$ cat config.mk
export PLATFORM = sky130hd
export DESIGN_NAME = tstat_alert
export DESIGN_NICKNAME = d
export VERILOG_FILES = /design/src/rtl/tstat_pkg.sv /design/src/rtl/tstat_cmp.sv /design/src/rtl/tstat_fault_q.sv /design/src/rtl/tstat_alert_fsm.sv /design/src/rtl/tstat_alert.sv
export SDC_FILE = /design/constraint.sdc
export NUM_CORES = 1
export LEC_CHECK = 0
export BUFFER_PORTS_ARGS = -buffer_cell sky130_fd_sc_hd__buf_2
export CAP_MARGIN = 10
export CORE_MARGIN = 4
export CORE_UTILIZATION = 30
export DETAILED_ROUTE_END_ITERATION = 7
export MAX_ROUTING_LAYER = met4
export PLACE_DENSITY = 0.57
export SKIP_LAST_GASP = 1
export SLEW_MARGIN = 20
export SYNTH_ARGS = -nofsm -noshare
export SYNTH_HDL_FRONTEND = slang
export SYNTH_HIERARCHICAL = 1
export SYNTH_SLANG_ARGS = --single-unit
$ cat constraint.sdc
create_clock -name clk -period 2.7 [get_ports clk]
set_input_delay 0.135 -clock clk [delete_from_list [all_inputs] [get_ports clk]]
set_output_delay 0.135 -clock clk [all_outputs]
set_load 0.02 [all_outputs]
$ cat src/rtl/tstat_pkg.sv
package tstat_pkg;
  localparam int TEMP_W = 13;
  localparam int CNT_W  = 3;

  typedef enum logic [1:0] {
    TM_CMP = 2'b00,
    TM_INT = 2'b01,
    TM_MIX = 2'b10,
    TM_RSV = 2'b11
  } tmode_e;

  // queue select -> run length needed
  function automatic logic [CNT_W-1:0] run_need(input logic [1:0] sel);
    case (sel)
      2'd0:    run_need = CNT_W'(1);
      2'd1:    run_need = CNT_W'(2);
      2'd2:    run_need = CNT_W'(4);
      default: run_need = CNT_W'(6);
    endcase
  endfunction
endpackage

$ cat src/rtl/tstat_cmp.sv
module tstat_cmp #(
  parameter int TW = 13
) (
  input  logic signed [TW-1:0] temp,
  input  logic signed [TW-1:0] hi_lim,
  input  logic signed [TW-1:0] lo_lim,
  output logic [1:0]           hit     // [0] hot, [1] cold
);
  always_comb begin
    hit[0] = (temp >= hi_lim);
    hit[1] = (temp <  lo_lim);
  end
endmodule

$ cat src/rtl/tstat_fault_q.sv
module tstat_fault_q #(
  parameter int CW = 3
) (
  input  logic          clk,
  input  logic          rst_n,
  input  logic          smp_vld,
  input  logic          is_hit,
  input  logic [CW-1:0] need,
  output logic          qual
);
  localparam logic [CW-1:0] SAT = {CW{1'b1}};

  logic [CW-1:0] run;
  logic [CW:0]   run_inc;

  assign run_inc = {1'b0, run} + (CW+1)'(1);
  assign qual    = smp_vld && is_hit && (run_inc >= {1'b0, need});

  always_ff @(posedge clk or negedge rst_n) begin
    if (!rst_n) begin
      run <= '0;
    end else if (smp_vld) begin
      if (!is_hit)         run <= '0;
      else if (run != SAT) run <= run_inc[CW-1:0];
    end
  end
endmodule

$ cat src/rtl/tstat_alert_fsm.sv
module tstat_alert_fsm
  import tstat_pkg::*;
(
  input  logic       clk,
  input  logic       rst_n,
  input  logic [1:0] mode,
  input  logic       hi_qual,
  input  logic       lo_qual,
  input  logic       rd_stb,
  input  logic       sd_rise,
  output logic       act
);
  logic act_n;
  logic watch_lo, watch_lo_n;   // interrupt: armed for cold run
  logic pend, pend_n;           // mixed: cold run done, waiting access

  always_comb begin
    act_n      = act;
    watch_lo_n = watch_lo;
    pend_n     = pend;
    case (tmode_e'(mode))
      TM_INT: begin
        pend_n = 1'b0;
        if ((rd_stb || sd_rise) && act) begin
          act_n      = 1'b0;
          watch_lo_n = !watch_lo;
        end
        if (!act_n && (watch_lo_n ? lo_qual : hi_qual)) act_n = 1'b1;
      end
      TM_MIX: begin
        watch_lo_n = 1'b0;
        if (act && pend && rd_stb) begin
          act_n  = 1'b0;
          pend_n = 1'b0;
        end
        if (hi_qual) begin
          act_n  = 1'b1;
          pend_n = 1'b0;
        end else if (lo_qual && act_n) begin
          pend_n = 1'b1;
        end
      end
      default: begin
        watch_lo_n = 1'b0;
        pend_n     = 1'b0;
        if (hi_qual)      act_n = 1'b1;
        else if (lo_qual) act_n = 1'b0;
      end
    endcase
  end

  always_ff @(posedge clk or negedge rst_n) begin
    if (!rst_n) begin
      act      <= 1'b0;
      watch_lo <= 1'b0;
      pend     <= 1'b0;
    end else begin
      act      <= act_n;
      watch_lo <= watch_lo_n;
      pend     <= pend_n;
    end
  end
endmodule

$ cat src/rtl/tstat_alert.sv
module tstat_alert
  import tstat_pkg::*;
#(
  parameter int TW = TEMP_W,
  parameter int CW = CNT_W
) (
  input  logic          clk,
  input  logic          rst_n,
  input  logic          smp_vld,
  input  logic [TW-1:0] smp_temp,
  input  logic [TW-1:0] lim_hi,
  input  logic [TW-1:0] lim_lo,
  input  logic [1:0]    tmode,
  input  logic [1:0]    fq_sel,
  input  logic          alert_pol,
  input  logic          rd_stb,
  input  logic          shutdown,
  output logic          alert_o
);
  localparam int NDIR = 2;

  logic [NDIR-1:0] hit;
  logic [NDIR-1:0] qual;
  logic [CW-1:0]   need;
  logic            sd_q;
  logic            act;

  assign need = CW'(run_need(fq_sel));

  tstat_cmp #(.TW(TW)) u_cmp (
    .temp   (signed'(smp_temp)),
    .hi_lim (signed'(lim_hi)),
    .lo_lim (signed'(lim_lo)),
    .hit    (hit)
  );

  for (genvar d = 0; d < NDIR; d++) begin : g_run
    tstat_fault_q #(.CW(CW)) u_q (
      .clk     (clk),
      .rst_n   (rst_n),
      .smp_vld (smp_vld),
      .is_hit  (hit[d]),
      .need    (need),
      .qual    (qual[d])
    );
  end

  always_ff @(posedge clk or negedge rst_n) begin
    if (!rst_n) sd_q <= 1'b0;
    else        sd_q <= shutdown;
  end

  tstat_alert_fsm u_fsm (
    .clk     (clk),
    .rst_n   (rst_n),
    .mode    (tmode),
    .hi_qual (qual[0]),
    .lo_qual (qual[1]),
    .rd_stb  (rd_stb),
    .sd_rise (shutdown && !sd_q),
    .act     (act)
  );

  assign alert_o = alert_pol ? act : !act;
endmodule

# Yosys cells after proc, flatten, opt, wreduce, memory -nomap -nowiden

Cells that the tools add are included.

Register bits after elaboration: 10
Bits of input ports: 49
Output and inout port bits: 1
Logic and storage cells: 63

Add/subtract/negate cells: 2
Magnitude comparators: 4
Equal/unequal tests: 9
Mux-type cells: 23
Reduce and logical (&&, ||, !) cells: 19

Operators with widths:

| cell                | number |
|---|---|
| $mux 1              | 17 |
| $ge 13x13->1        | 1 |
| $lt 13x13->1        | 1 |
| $mux 3              | 4 |
| $logic_and 1x1->1   | 10 |
| $pmux 3 s3          | 1 |
| $add 3x1->4 const B | 2 |
| $ge 4x3->1          | 2 |
| $ne 3x3->1 const B  | 2 |
| $eq 2x1->1 const B  | 2 |
| $eq 2x2->1 const B  | 2 |
| $logic_not 1->1     | 4 |
| $ne 2x2->1 const B  | 2 |
| $ne 4x1->1 const B  | 1 |
| $reduce_and 2->1    | 2 |
| $reduce_bool 4->1   | 1 |
| $logic_not 2->1     | 1 |
| $pmux 1 s2          | 1 |
| $logic_or 1x1->1    | 1 |

# Longest topological paths before layout

Gate-level depths: netlist (run 1).

Word-level depth: 10
Mapped depth: 12
Mapped depth without buffers: 12

# Cells and area by module

The synthesis (run 1) kept the hierarchy.

Modules (own cells, without submodules):

| module          | instances | cells each | area an instance (um^2) | seq. area each (um^2) |
|---|---|---|---|---|
| tstat_cmp       | 1         | 87         | 625.6                   | 0.0 |
| tstat_fault_q   | 2         | 26         | 249.0                   | 75.1 |
| tstat_alert_fsm | 1         | 24         | 226.5                   | 75.1 |
| tstat_alert     | 1         | 6          | 51.3                    | 25.0 |

# Least setup slack after synthesis (run 1)

OpenSTA, ideal clock, no wires.

Kind: register to register
Start: register g_run[0].u_q.run[0]
End: register u_fsm.act
Library setup time: 126 ps
Arrival time: 2,051 ps
Data required time: 2,574 ps
Path slack: 523 ps
Cell stages (with the launch flop): 11
Buffers on the path: 0
Period minus slack after synthesis: 2,177 ps
Cell sequence: dfrtp_1 -> ha_1 -> ha_1 -> ha_1 -> o21ai_0 -> o21ai_0 -> and3_2 -> o2bb2ai_1 -> a21o_1 -> a221oi_2 -> o21ai_1

Word-level cells in the longest chain between the ends: 7
Elaborated cells between the ends (all ways): 10
Classes of those cells: 1 x add/sub; 1 x order compare; 5 x mux; 3 x reduce/logical

RTL lines:

| item                   | RTL line              | text |
|---|---|---|
| from (decl)            | tstat_fault_q.sv:13   | `logic [CW-1:0] run;` |
| from (signal assigned) | tstat_fault_q.sv:24   | `else if (run != SAT) run <= run_inc[CW-1:0];` |
| $add 3x1->4 (*)        | tstat_fault_q.sv:16   | `assign run_inc = {1'b0, run} + (CW+1)'(1);` |
| $ge 4x3->1 (*)         | tstat_fault_q.sv:17   | `assign qual = smp_vld && is_hit && (run_inc >= {1'b0, need});` |
| $logic_and 1x1->1 (*)  | tstat_fault_q.sv:17   |  |
| via qual[0]            | tstat_alert.sv:23     | `logic [NDIR-1:0] qual;` |
| $mux 1                 | tstat_alert_fsm.sv:28 | `if (!act_n && (watch_lo_n ? lo_qual : hi_qual)) act_n = 1'b1;` |
| $logic_and 1x1->1      | tstat_alert_fsm.sv:28 |  |
| $mux 1                 | tstat_alert_fsm.sv:28 |  |
| $pmux 1 s2             | tstat_alert_fsm.sv:21 | `case (tmode_e'(mode))` |
| to (signal assigned)   | tstat_alert_fsm.sv:58 | `act <= act_n;` |
| to (decl)              | tstat_alert_fsm.sv:11 | `output logic act` |

The timed path passes the listed nets; every way through them passes the cells marked *.
A chain may end at the register's enable or synchronous reset.

# Worst setup path in the final report (run 1)

Same ends and word-level chain as after synthesis.

==> flow_metrics.py, run 1 <==
metrics = {
    "outcome": {
        "status": "completed",
    },
    "critical_path": {
        "crit_chain": "ha_1, ha_1, ha_1, o21ai_0, o21ai_0, and3_2, o2bb2ai_1, a21o_1, a221oi_2, o21ai_1",
        "slowest_stage": "dfrtp_1",
        "critPathKind": "reg2reg",
        "required_ps": 2810,
        "critPathLaunchType": "flip-flop",
        "end_kind": "flip-flop",
        "crit_top_cell": "ha_1",
        "critical_path.max_fanout": 5,
        "crit_arrival_ps": 2410,
        "crit_family": "adder cells",
        "crit_path_max_incr_delay_ps": 400,
        "critPathBufInv": 0,
    },
    "finish": {
        "fin_nets": 308,
        "final_cell_area_um2": 1760,
        "final_cell_mix": "49 x buf_2, 40 x inv_1, 37 x ha_1",
        "final_common_cell": "buf_2",
        "syn_to_final_growth_pct": 25.3,
        "n_antenna_cell": 0,
        "drive_gt1_frac": 0.259,
        "stdcell_count": 272,
    },
    "grt": {
        "overflow": 0,
        "grt_use_total": 0.113,
        "antenna_found_initial": 0,
        "grt_max_degree": 11,
        "grt_pass1_vias": 1345,
        "grt_pass1_wl_um": 5470,
    },
    "sta": {
        "period_share": 0.850,
        "setup_viol": 0,
        "fin_crit_ps": 2290,
        "tightest_slew_ps": 253,
        "max_freq_mhz": 436,
        "slew_viol_final": 0,
        "max_slew_margin": 0.829,
        "finClkSkew_ps": 1.29,
        "setup_tns_ps": 0,
        "hold_viol_final": 0,
        "rsz0062_at_grt": "no",
    },
    "placed_design": {
        "portBuffers": 49,
        "place_inst": 268,
        "place_area_um2": 1700,
        "hpwl_um": 2690,
        "place_congestion": 0.778,
    },
    "floorplanning": {
        "die_h_um": 76.3,
        "coreArea_um2": 4440,
        "num_rows": 24,
        "die_w_um": 76.3,
        "io_pins": 50,
        "die-area_um2": 5830,
        "initial_core_util": 0.315,
    },
    "run": {
        "drv_cap": 0,
    },
    "synthesis": {
        "ys_warn_count": 6,
        "ys_ff_latch": 10,
        "synth_area_per_cell_um2": 8.29,
        "netlist_area_um2": 1400,
        "synth_cell_types": 33,
        "synth_cells": 169,
        "seq_area_frac_synth": 0.179,
        "synth_fp_nets": 255,
    },
    "drt": {
        "drt_iter0_drc": 23,
        "ant_nets": 0,
        "drt_drc_violations_left": 0,
        "vias": 1290,
        "wire_per_inst_um": 10.9,
        "totalWireLength_um": 2980,
        "dr.pass1.iters": 4,
        "viasPerCell": 4.74,
    },
    "clock_network": {
        "cts_tree": "yes",
        "h-tree-depth": 1,
        "ctsResizeCount": 0,
        "post-cts-setup-buffer-count": 0,
        "hold_buffers": 1,
        "cts_buffers": 3,
        "cts.sinks": 10,
        "clkLatencyLatePin_ps": 230,
        "clock_path_buffers": 2,
        "clockRootBuffer": "clkbuf_8",
        "path_clk_slew_ps": 40,
    },
    "power": {
        "power_density_nw_per_um2": 417,
        "leakage_nw": 1.04,
        "ir_drop_mv": 0.237,
    },
    "hold_path": {
        "worstHoldPathType": "in2reg",
    },
}
## path summary, 6_finish.rpt
check	cells past startpoint	slack (ps)	end	start
setup / recovery	10	410	u_fsm/act$_DFFE_PN0P_	g_run[0].u_q/run[0]$_DFFE_PN0P_
hold / removal	1	30	sd_q$_DFF_PN0_	shutdown
setup reg to reg	10	410	u_fsm/act$_DFFE_PN0P_	g_run[0].u_q/run[0]$_DFFE_PN0P_
hold reg to reg	2	580	g_run[0].u_q/run[1]$_DFFE_PN0P_	g_run[0].u_q/run[1]$_DFFE_PN0P_
max in group asynchronous	2	2210	sd_q$_DFF_PN0_	rst_n
min in group asynchronous	2	290	u_fsm/watch_lo$_DFF_PN0_	rst_n
## worst register-to-register path, cell delays in order (launching register included)
cell and delay (ps):
dfrtp_1 400, ha_1 210, ha_1 290, ha_1 270, o21ai_0 70, o21ai_0 70, and3_2 240, o2bb2ai_1 130
a21o_1 180, a221oi_2 210, o21ai_1 90
## through the flow
| stage | total power [mW] | setup WS (ps) | hold slack, ps | util |
|---|---|---|---|---|
| finish | 0.731 | 405 | 25.2 | 0.395 |
| global route | 0.826 | 207 | 15.5 | 0.395 |
| CTS | 0.748 | 407 | 15.3 | 0.395 |
| detailed placement | 0.589 | 294 | 12.7 | 0.383 |
| global placement | 0.584 | 382 | 17.0 | 0.383 |
| floorplan | 0.474 | 523 | -161 | - |
## layout make-up
| class | count | area, µm² |
|---|---|---|
| Fill cell | 481 | 2690 |
| Timing Repair Buffer | 50 | 255 |
| Clock buffer | 3 | 41.3 |
| Tap cell | 52 | 65.1 |
| Sequential cell | 10 | 250 |
| Inverter | 40 | 150 |
| Multi-Input combinational cell | 117 | 993 |
## power breakdown
| group | internal (mW) | switching, mW |
|---|---|---|
| Sequential | 0.184 | 0.0417 |
| Clock | 0.0971 | 0.0526 |
| Combinational | 0.179 | 0.177 |
| Total | 0.460 | 0.271 |
## synth_stat cells (all sizes together)
cell type,n,share of area
or2b,1,0.0054
nand2,4,0.011
xnor2,1,0.0063
nor2b,5,0.033
nor4bb,1,0.0071
nand4,3,0.013
a211o,1,0.0063
nand2b,2,0.0089
or4,1,0.0054
nor3b,3,0.016
o21ai,8,0.029
o22ai,6,0.027
o211ai,1,0.0054
o2bb2ai,1,0.0063
a221oi,1,0.011
mux2i,3,0.021
a21o,6,0.032
clkbuf,2,0.0054
inv,40,0.11
dfrtp,10,0.18
ha,37,0.33
nor2,5,0.013
or3,1,0.0045
a21oi,11,0.039
nand4b,1,0.0063
xor2,1,0.0063
a31oi,3,0.013
nand3,2,0.0071
and3,2,0.011
a22oi,4,0.021
o2111ai,2,0.013
## metal layers
metal,GRT usage,wire (µm)
met2,0.189,1400
met5,-,0
met4,0.0344,38
met1,0.135,1400
met3,0.0248,132
## sequential cells by signal, indices dropped and copies added, names as in the netlist
signal / cells
u_fsm/act: 1
sd_q: 1
u_fsm/pend: 1
u_fsm/watch_lo: 1
g_run.u_q/run: 6
## cells by family after synthesis
kind of cell | count (synthesis) | share of synthesized area
mux | 3 | 0.0214
simple gates | 31 | 0.142
flops | 10 | 0.179
xor+xnor | 2 | 0.0125
buf+inv | 42 | 0.112
compound gates | 44 | 0.203
fa+ha+maj | 37 | 0.330
(Power assumes the default switching activity.)
==> run 2: changes to the inputs <==
Settings changed: PLACE_DENSITY 0.57 to 0.59.
Clock period 2.7 ns to 1.9 ns, I/O delays scaled along.
==> run 2 against run 1 <==
Compared with the run above:
- the flow now finishes with violations (setup timing)
- via count is 8.1% higher
- first-iteration DRC count grew 52%
- cell count grew 7.7%
==> flow_metrics.py, run 2 (synthesis gave the netlist of run 1 again) <==
metrics = {
    "grt": {
        "overflow": 0,
        "grt_pass1_vias": 1408,
        "grt_use_total": 0.120,
        "grt_max_degree": 11,
        "antenna_found_initial": 0,
        "grt_pass1_wl_um": 5810,
    },
    "critical_path": {
        "critPathKind": "reg2reg",
        "reg2reg_depth": 10,
        "end_kind": "flip-flop",
        "crit_chain": "ha_2, ha_4, ha_4, o21ai_2, o21ai_1, and3_4, nor3b_1, a21o_1, a221oi_2, o21ai_1",
        "critPathLaunchType": "flip-flop",
        "required_ps": 2020,
        "crit_path_max_incr_delay_ps": 380,
        "rrSetupSlack_ps": -180,
        "critPathBufInv": 0,
        "crit_family": "adder cells",
        "crit_arrival_ps": 2200,
        "r2r-start": "g_run[0].u_q/run[0]$_DFFE_PN0P_",
        "worstReg2RegEnd": "u_fsm/act$_DFFE_PN0P_",
        "slowest_stage": "dfrtp_1",
        "critical_path.max_fanout": 4,
    },
    "clock_network": {
        "clockRootBuffer": "clkbuf_8",
        "cts_buffers": 3,
        "h-tree-depth": 1,
        "path_clk_slew_ps": 50,
        "cts_tree": "yes",
        "clkLatencyLatePin_ps": 230,
        "clock_path_buffers": 2,
        "cts.sinks": 10,
    },
    "sta": {
        "max_slew_margin": 0.827,
        "max_freq_mhz": 480,
        "fin_crit_ps": 2080,
        "setup_viol": 2,
        "finalWorstSetupSlack_ps": -184,
        "hold_viol_final": 0,
        "tightest_slew_ps": 260,
        "period_share": 1.10,
        "finClkSkew_ps": 0.700,
        "setup_tns_ps": -203,
        "slew_viol_final": 0,
        "fin_hold_ws_ps": 206,
        "rsz0062_at_grt": "yes",
    },
    "placed_design": {
        "place_inst": 287,
        "place_congestion": 0.789,
        "hpwl_um": 2950,
        "dp_slack_ps": -375,
        "portBuffers": 49,
    },
    "hold_path": {
        "whs_endpoint": "g_run[0].u_q/run[0]$_DFFE_PN0P_",
        "worstHoldPathCells": 2,
        "worstHoldPathType": "in2reg",
        "min-delay-start": "smp_vld",
    },
    "outcome": {
        "violations": "setup timing",
        "status": "complete, but fails checks",
    },
    "floorplanning": {
        "die_w_um": 76.3,
        "initial_core_util": 0.315,
        "die_h_um": 76.3,
        "die-area_um2": 5830,
        "num_rows": 24,
        "coreArea_um2": 4440,
        "io_pins": 50,
    },
    "finish": {
        "final_common_cell": "buf_2",
        "largest_register_ffs": 6,
        "syn_to_final_growth_pct": 46.3,
        "drive_gt1_frac": 0.382,
        "fin_nets": 329,
        "stdcell_count": 293,
        "n_antenna_cell": 0,
        "largest_register": "g_run.u_q/run",
        "final_cell_mix": "49 x buf_2, 38 x inv_1, 26 x ha_1",
        "n_fill_cell": 455,
    },
    "drt": {
        "totalWireLength_um": 3330,
        "wire_per_inst_um": 11.4,
        "vias": 1395,
        "drt_iter0_drc": 35,
        "drt_drc_violations_left": 0,
        "dr.pass1.iters": 4,
        "ant_nets": 0,
        "viasPerCell": 4.76,
    },
    "power": {
        "leakage_nw": 1.13,
        "power_density_nw_per_um2": 614,
        "ir_drop_mv": 0.477,
        "p_total_mw": 1.26,
    },
    "run": {
        "drv_cap": 0,
    },
}
==> run 2: cell types whose count changed in the layout (fill, tap and decap cells not counted), sizes merged <==
cell	change
dlygate4sd3	+1
buf	+20
==> run 2: worst max path at each step <==
stage                                          startpoint                endpoint  cells after the start  slack [ps]
final                     g_run[0].u_q/run[0]$_DFFE_PN0P_   u_fsm/act$_DFFE_PN0P_                     10        -180
after global routing      g_run[0].u_q/run[0]$_DFFE_PN0P_   u_fsm/act$_DFFE_PN0P_                     10        -290
after global placement                        smp_temp[6]  u_fsm/pend$_DFFE_PN0P_                     10        -290
after CTS                 g_run[0].u_q/run[0]$_DFFE_PN0P_   u_fsm/act$_DFFE_PN0P_                     10        -180
after floorplan           g_run[0].u_q/run[1]$_DFFE_PN0P_   u_fsm/act$_DFFE_PN0P_                     10        -130
after detailed placement                        lim_lo[8]  u_fsm/pend$_DFFE_PN0P_                     11        -370
==> run 2: final cells by class <==
| cell class | count | area [µm²] | area share |
|---|---|---|---|
| multi-input combinational | 117 | 1130 | 0.550 |
| timing repair buffer | 71 | 415 | 0.203 |
| sequential | 10 | 250 | 0.122 |
| inverter | 40 | 150 | 0.0733 |
| tap | 52 | 65.1 | 0.0317 |
| clock buffer | 3 | 41.3 | 0.0201 |
==> run 2: power by group <==
group | total [mW] | switching [mW] | leakage, nW | internal (mW)
logic | 0.731 | 0.331 | 0.983 | 0.400
clock network | 0.219 | 0.0800 | 0.0216 | 0.138
registers | 0.310 | 0.0483 | 0.130 | 0.261
==> run 2: layer usage <==
| layer | part of all wire | track usage |
|---|---|---|
| met1 | 0.48 | 0.147 |
| met2 | 0.47 | 0.201 |
| met5 | 0 | - |
| met3 | 0.045 | 0.0296 |
| met4 | 0.0051 | 0.0217 |
==> run 2: through the flow <==
step | area (µm²) | utilization
after floorplan | 1460 | -
after global placement | 1910 | 0.429
after detailed placement | 1910 | 0.429
after CTS | 2040 | 0.460
after global routing | 2050 | 0.461
final | 2050 | 0.461
==> run 2: repair_timing <==
item                       CTS  global route
hold buffers                 2             0
setup endpoints to repair    2             2
hold endpoints to repair    11             0
pin swaps                   11             2
resized for setup           10             1
buffers inserted             1             0
